**src/rtl/scan_sequencer.sv**
```systemverilog
module scan_sequencer #(
  parameter int DIV_W   = 12,
  parameter int CNT_W   = 17,
  parameter int DEF_DIV = 127
) (
  input  logic             clk,
  input  logic             rst_n,
  input  logic             cfg_we,
  input  logic             cfg_single,
  input  logic [1:0]       cfg_sync,
  input  logic             cfg_ext,
  input  logic [DIV_W-1:0] cfg_div,
  input  logic [CNT_W-1:0] cfg_blk,
  input  logic [2:0]       cfg_lvl,
  input  logic             host_start,
  input  logic             host_stop,
  input  logic             ext_trig,
  input  logic             sync_in,
  input  logic             irq_ack,
  output logic             sample_strobe,
  output logic             wr_en,
  output logic             sync_out,
  output logic             buf_sel,
  output logic             running,
  output logic [6:0]       irq_vec
);
  localparam logic [CNT_W-1:0] ONE_SAMPLE = CNT_W'(1);

  logic             single_r, ext_r, run_r, wr_r, buf_r, pend_r;
  logic [1:0]       sync_r;
  logic [2:0]       lvl_r, ext_s, syn_s;
  logic [DIV_W-1:0] div_r, div_cnt;
  logic [CNT_W-1:0] blk_r, remain;

  wire ext_rise  = ext_s[1] & ~ext_s[2];
  wire syn_rise  = syn_s[1] & ~syn_s[2];
  wire is_master = (sync_r == 2'b01);
  wire is_slave  = (sync_r == 2'b10);
  wire start     = !run_r && (ext_r ? ext_rise : host_start);
  wire tick      = run_r && (is_slave ? syn_rise : (div_cnt == div_r));
  wire blk_end   = tick && (remain == ONE_SAMPLE);

  assign sample_strobe = tick;
  assign sync_out      = tick && is_master;
  assign wr_en         = wr_r;
  assign buf_sel       = buf_r;
  assign running       = run_r;
  assign irq_vec       = pend_r ? (7'd1 << (lvl_r - 3'd1)) : 7'd0;

  always_ff @(posedge clk) begin
    if (!rst_n) begin
      ext_s <= '0;
      syn_s <= '0;
    end else begin
      ext_s <= {ext_s[1:0], ext_trig};
      syn_s <= {syn_s[1:0], sync_in};
    end
  end

  always_ff @(posedge clk) begin
    if (!rst_n) begin
      single_r <= 1'b0;
      sync_r   <= 2'b00;
      ext_r    <= 1'b0;
      div_r    <= DIV_W'(DEF_DIV);
      blk_r    <= '1;
      lvl_r    <= 3'd1;
      run_r    <= 1'b0;
      wr_r     <= 1'b0;
      buf_r    <= 1'b0;
      pend_r   <= 1'b0;
      div_cnt  <= '0;
      remain   <= '0;
    end else begin
      wr_r <= tick;
      if (cfg_we && !run_r) begin
        single_r <= cfg_single;
        sync_r   <= cfg_sync;
        ext_r    <= cfg_ext;
        div_r    <= cfg_div;
        blk_r    <= cfg_blk;
        if (cfg_lvl != 3'd0) lvl_r <= cfg_lvl;
      end
      if (start) begin
        run_r   <= 1'b1;
        div_cnt <= '0;
        remain  <= blk_r;
      end else if (run_r) begin
        div_cnt <= tick ? '0 : div_cnt + 1'b1;
        if (tick) begin
          if (blk_end) begin
            buf_r  <= ~buf_r;
            remain <= blk_r;
            if (single_r) run_r <= 1'b0;
          end else begin
            remain <= remain - 1'b1;
          end
        end
        if (host_stop) run_r <= 1'b0;
      end
      if (blk_end) pend_r <= 1'b1;
      else if (irq_ack) pend_r <= 1'b0;
    end
  end

  assert_write_follows_R7: assert property (@(posedge clk) disable iff (!rst_n)
    sample_strobe |=> wr_en);
  assert_single_halts_R5: assert property (@(posedge clk) disable iff (!rst_n)
    (single_r && blk_end) |=> !running);
  assert_stop_ends_R6: assert property (@(posedge clk) disable iff (!rst_n)
    (host_stop && running) |=> !running);
  assert_cfg_frozen_R11: assert property (@(posedge clk) disable iff (!rst_n)
    (running && $past(running)) |-> ($stable(div_r) && $stable(blk_r) && $stable(sync_r)));
  assert_irq_held_R10: assert property (@(posedge clk) disable iff (!rst_n)
    (irq_vec != 7'd0 && !irq_ack) |=> (irq_vec != 7'd0));
  assert_irq_onehot_R10: assert property (@(posedge clk) disable iff (!rst_n)
    $onehot0(irq_vec));
endmodule

```
**config.mk**
```make
export PLATFORM = sky130hd
export DESIGN_NAME = scan_sequencer
export DESIGN_NICKNAME = d
export VERILOG_FILES = /design/src/rtl/scan_sequencer.sv
export SDC_FILE = /design/constraint.sdc
export NUM_CORES = 1
export LEC_CHECK = 0
export BUFFER_PORTS_ARGS = -buffer_cell sky130_fd_sc_hd__buf_2
export CORE_MARGIN = 4
export CORE_UTILIZATION = 50
export CTS_BUF_LIST = sky130_fd_sc_hd__clkbuf_4 sky130_fd_sc_hd__clkbuf_8
export DETAILED_ROUTE_END_ITERATION = 6
export PLACE_DENSITY = 0.83
export SLEW_MARGIN = 20
export SYNTH_ARGS = -nofsm -noshare
export SYNTH_HDL_FRONTEND = slang
export SYNTH_SLANG_ARGS = --single-unit
```
**constraint.sdc**
```tcl
create_clock -name clk -period 5.2 [get_ports clk]
set_input_delay 1.04 -clock clk [delete_from_list [all_inputs] [get_ports clk]]
set_output_delay 1.04 -clock clk [all_outputs]
set_load 0.01 [all_outputs]
```
==> run summary <==
The first detailed-routing pass ran for 4 iterations. Timing analysis after detailed placement gives a worst setup slack of 1.89 ns. The share of the synthesized area in compound gates (AO/OA/AOI/OAI) is 13.4%.

In this run the most critical hold path is launched from ext_s[0]. The kind of cell adding the most delay to the critical path is simple AND/OR/NAND/NOR gates. The width of the die is 90.0 um, and the number of buffers inserted by hold repair at cts is 0. The min-delay analysis places its worst path in the category flop to flop. Combinational family with the most area after synthesis: simple AND/OR/NAND/NOR gates. The critical path is of the flop to output port type. Power spread over the standard cell area amounts to 352 nW/um2. Along the worst path, the maximum fanout reaches 16. Number of DRC markers after the initial detailed-route iteration: 170.

The number of buffers and inverters on the critical path is 2. Setup slack closes at 2.14 ns. The number of max-capacitance violations reported is 0, and the I/O pin total is 56. After detailed routing, the met2 layer carries 3.60 mm of wire. The tools report the residual overflow from global routing as 0. The detailed-routing wirelength on met1 came out at 3.47 mm. The share of synthesized area in the top cell type comes to 44.6%.

The floorplan step defined a die boundary enclosing 8110 um2. The cell area after placement came out at 3680 um2. Detailed routing placed a total of 462 um of wire on met3. VDD sags by at most 0.000217 V. Counting cells, the worst reg-to-reg path comes to 9. The critical path capture point type is an output port. The basic-gate share of the synthesized area counting and, or, nand and nor cells was 31.1%; the cell count after placement was 525. Overall power consumption after layout is estimated at 1.38 mW. Cells fill 60.8% of the core in the end. The average instance in the mapped netlist occupies 8.23 um2.

The headroom to the max-slew limit came out at 39.8%. The die is 90.0 um tall. In the finished design, the share of the clock period the worst path needs comes to 58.8%. Setup violations remaining at the end of the flow were counted as 0. After floorplanning, the core was divided into 29 placement rows.

STA classifies the critical path startpoint as a flop. The largest single stage delay on the critical path is 0.35 ns. The final non-filler cell total was 541. From synthesis to final layout, the design area changed by 16.8%. In this run the number of cells on the critical path is 7. Synthesis instantiated 46 different standard cells from the library. After clock tree synthesis, the clock-pin slew on the worst setup and hold paths is 0.08 ns. For the clock net sink count, the log shows 75. The root buffer cell was sky130_fd_sc_hd__clkbuf_8. The post-route netlist has 18.8% of its cells at a drive strength greater than 1. The number of nets handed over by synthesis was 457.

Routability congestion estimate from global placement: 0.877. The maximum clock path buffer count was 2; the depth of the CTS H-tree was 3. The logs give 5.31 mm for the final HPWL from detailed placement and 0 ns for the accumulated negative setup slack. Buffers added to address setup during post-CTS repair amount to 0. The dominant synthesized flop cell was sky130_fd_sc_hd__dfxtp_1. After routing the design area is 3930 um2. For this configuration, the core starts out at a cell density of 52.1%. Measured against the total synthesized area, the mux share comes to 0%.

After Yosys synthesis, full adders, half adders and majority gates account for 1.49% of the synthesized area. The slowest stage of the critical path is the sky130_fd_sc_hd__dfxtp_1 cell. The first global-routing pass estimated 12.8 mm of wire. For the maximum number of pins on one net before global-route repair, the log shows 40. The final max-slew violation count was 0. The biggest area contributor in the post-synthesis netlist is sky130_fd_sc_hd__dfxtp_1. The routed design could run at a clock period as short as 3.06 ns.

The final setup skew was 0.00931 ns; the number of buffers created by CTS was 9. For the worst-skew pair, the clock arrives at the later sink with an insertion delay of 0.34 ns. Walking the worst path, the cells encountered are xor2_1, nor4_2, nand4_1, or2_4, and2_4, inv_6, buf_2. Static timing analysis puts the maximum clock frequency at 327 MHz. Counting flops and latches in the post-synthesis netlist gives 75.

In the post-synthesis netlist, the biggest area contributors are sky130_fd_sc_hd__dfxtp_1 (45%), sky130_fd_sc_hd__nand2_1 (10%), sky130_fd_sc_hd__nor2_1 (4.1%). The flow ran to the end, and the final reports show no timing, DRC or antenna violations. Setup repair after global routing left no endpoint under its margin.

For the pin with the worst max-slew slack, the measured transition is 0.894 ns. The post-route antenna net violation count is 0. The reg-to-reg critical path startpoint was remain[1].

The cell depth of the worst min-delay path is 1. The routed wire length is 7.56 mm. For the remaining routing DRC violations, the log shows 0. In this run the standard cell core region covers 6460 um2. The synthesized netlist cell count was 409; the post-synthesis cell area was 3360 um2. After Yosys synthesis, XOR and XNOR cells account for 6.25% of the synthesized area. The synthesized design contains 0 enable-type register cells. Signal routing reaches up to met4. The total routing resource utilization after global routing was 18.9%. The critical path starts at div_cnt[0]. The layout has 577 filler cells. The analysis attributes to cell leakage a power of 1.76 nW.

The required time at the worst-slack endpoint was 4.16 ns. The tightest hold path in the finished design has a slack of 0.451 ns. The number of antenna diodes in the final layout is 0. In the final routed layout, each cell accounts on average for 14.0 um. The final count of hold timing violations is 0, and the final net count is 507. The run gives 0 as the number of antenna violations at the first check in global routing. For the synthesis warning total, the log shows 0. TritonCTS built the clock tree.

The setup check on the worst reg-to-reg path leaves a slack of 2.80 ns. The count of input and output buffers came out at 55. The total via count after detailed routing is 2959. The post-cts resize count is 0.

Dividing the detail-routed via count by the number of cells gives 5.47. The fraction of the yosys area taken by sequential cells was 44.6%. The share of flip-flops with an asynchronous set or reset is 0%, and the number of global-route vias before repair is 2801.

The worst path arrival time is 2.02 ns.
-- synth_stat cells, types with 3 or more instances --
library cell,number
sky130_fd_sc_hd__nand2b_1,10
sky130_fd_sc_hd__o211a_1,5
sky130_fd_sc_hd__nand4_1,5
sky130_fd_sc_hd__a211o_1,4
sky130_fd_sc_hd__nor4_1,5
sky130_fd_sc_hd__dfxtp_1,75
sky130_fd_sc_hd__inv_1,4
sky130_fd_sc_hd__o21ai_0,7
sky130_fd_sc_hd__nand2_1,92
sky130_fd_sc_hd__a22oi_1,3
sky130_fd_sc_hd__and3_1,6
sky130_fd_sc_hd__clkbuf_1,13
sky130_fd_sc_hd__nand3_1,27
sky130_fd_sc_hd__xnor2_1,9
sky130_fd_sc_hd__nor3_1,8
sky130_fd_sc_hd__a31oi_1,4
sky130_fd_sc_hd__a21oi_1,23
sky130_fd_sc_hd__ha_1,4
sky130_fd_sc_hd__xor2_1,15
sky130_fd_sc_hd__a221o_1,11
sky130_fd_sc_hd__and2_1,9
sky130_fd_sc_hd__nor2b_1,3
sky130_fd_sc_hd__nor2_1,37
-- state kept, by name (all words and copies together) (netlist names) --
register and flops:
remain 17, div_r 12, syn_s 3, single_r 1, pend_r 1, lvl_r 3, running 1, ext_s 3
buf_sel 1, wr_en 1, blk_r 17, ext_r 1, div_cnt 12, sync_r 2
-- worst reg2reg max path, delay by kind of cell (launching register included) --
| family | cells | cell delay, ns |
|---|---|---|
| compound gates | 3 | 0.99 |
| buf+inv | 1 | 0.11 |
| flops | 1 | 0.34 |
| simple gates | 4 | 0.75 |
| fa+ha+maj | 1 | 0.15 |
-- placed cells by master (no fill, tap or decap), types with 3 or more instances in the layout --
| cell type | n |
|---|---|
| sky130_fd_sc_hd__nand2_1 | 92 |
| sky130_fd_sc_hd__xor2_1 | 15 |
| sky130_fd_sc_hd__a31oi_1 | 4 |
| sky130_fd_sc_hd__xnor2_1 | 9 |
| sky130_fd_sc_hd__nor3_1 | 8 |
| sky130_fd_sc_hd__inv_1 | 4 |
| sky130_fd_sc_hd__a221o_1 | 11 |
| sky130_fd_sc_hd__nand3_1 | 27 |
| sky130_fd_sc_hd__a211o_1 | 4 |
| sky130_fd_sc_hd__nor4_1 | 5 |
| sky130_fd_sc_hd__a21oi_1 | 23 |
| sky130_fd_sc_hd__nand4_1 | 5 |
| sky130_fd_sc_hd__dfxtp_1 | 75 |
| sky130_fd_sc_hd__bufinv_16 | 3 |
| sky130_fd_sc_hd__nand2b_1 | 9 |
| sky130_fd_sc_hd__ha_1 | 4 |
| sky130_fd_sc_hd__nor2_1 | 37 |
| sky130_fd_sc_hd__o21ai_0 | 7 |
| sky130_fd_sc_hd__o211a_1 | 5 |
| sky130_fd_sc_hd__and2_1 | 9 |
| sky130_fd_sc_hd__clkbuf_8 | 10 |
| sky130_fd_sc_hd__buf_2 | 55 |
| sky130_fd_sc_hd__and3_1 | 6 |
| sky130_fd_sc_hd__a22oi_1 | 3 |
-- cell families after synthesis --
| group | Yosys count |
|---|---|
| and+or+nand+nor | 218 |
| DFF | 75 |
| AOI/OAI and AO/OA | 64 |
| xor gates and xnor gates | 24 |
| buffers and inverters | 24 |
| adders and majority gates | 4 |
-- power breakdown --
part	switching (mW)	internal [mW]	total [mW]
clock network	0.208	0.343	0.551
registers	0.0351	0.614	0.650
logic	0.107	0.0758	0.183
total	0.350	1.03	1.38
-- per-layer routing --
layer,track usage (%),vias up
met5,0,-
met4,4.97,0
met3,5.51,2
met2,32.0,77
met1,23.5,1382
li1,-,1498
-- final timing paths --
path | endpoint
hold / removal | ext_s[1]
setup / recovery | sample_strobe
setup reg to reg | remain[12]
hold reg to reg | ext_s[1]
-- area by class of cell --
type / count / area [um2] / share of cell area (%)
Multi-Input combinational cell: 310 / 1760 / 44.9
Inverter: 6 / 27.5 / 0.701
Tap cell: 77 / 96.3 / 2.45
Clock inverter: 4 / 97.6 / 2.48
Sequential cell: 75 / 1500 / 38.2
Clock buffer: 12 / 153 / 3.89
Timing Repair Buffer: 57 / 290 / 7.39
No activity file was read; power rests on OpenSTA's default activity.
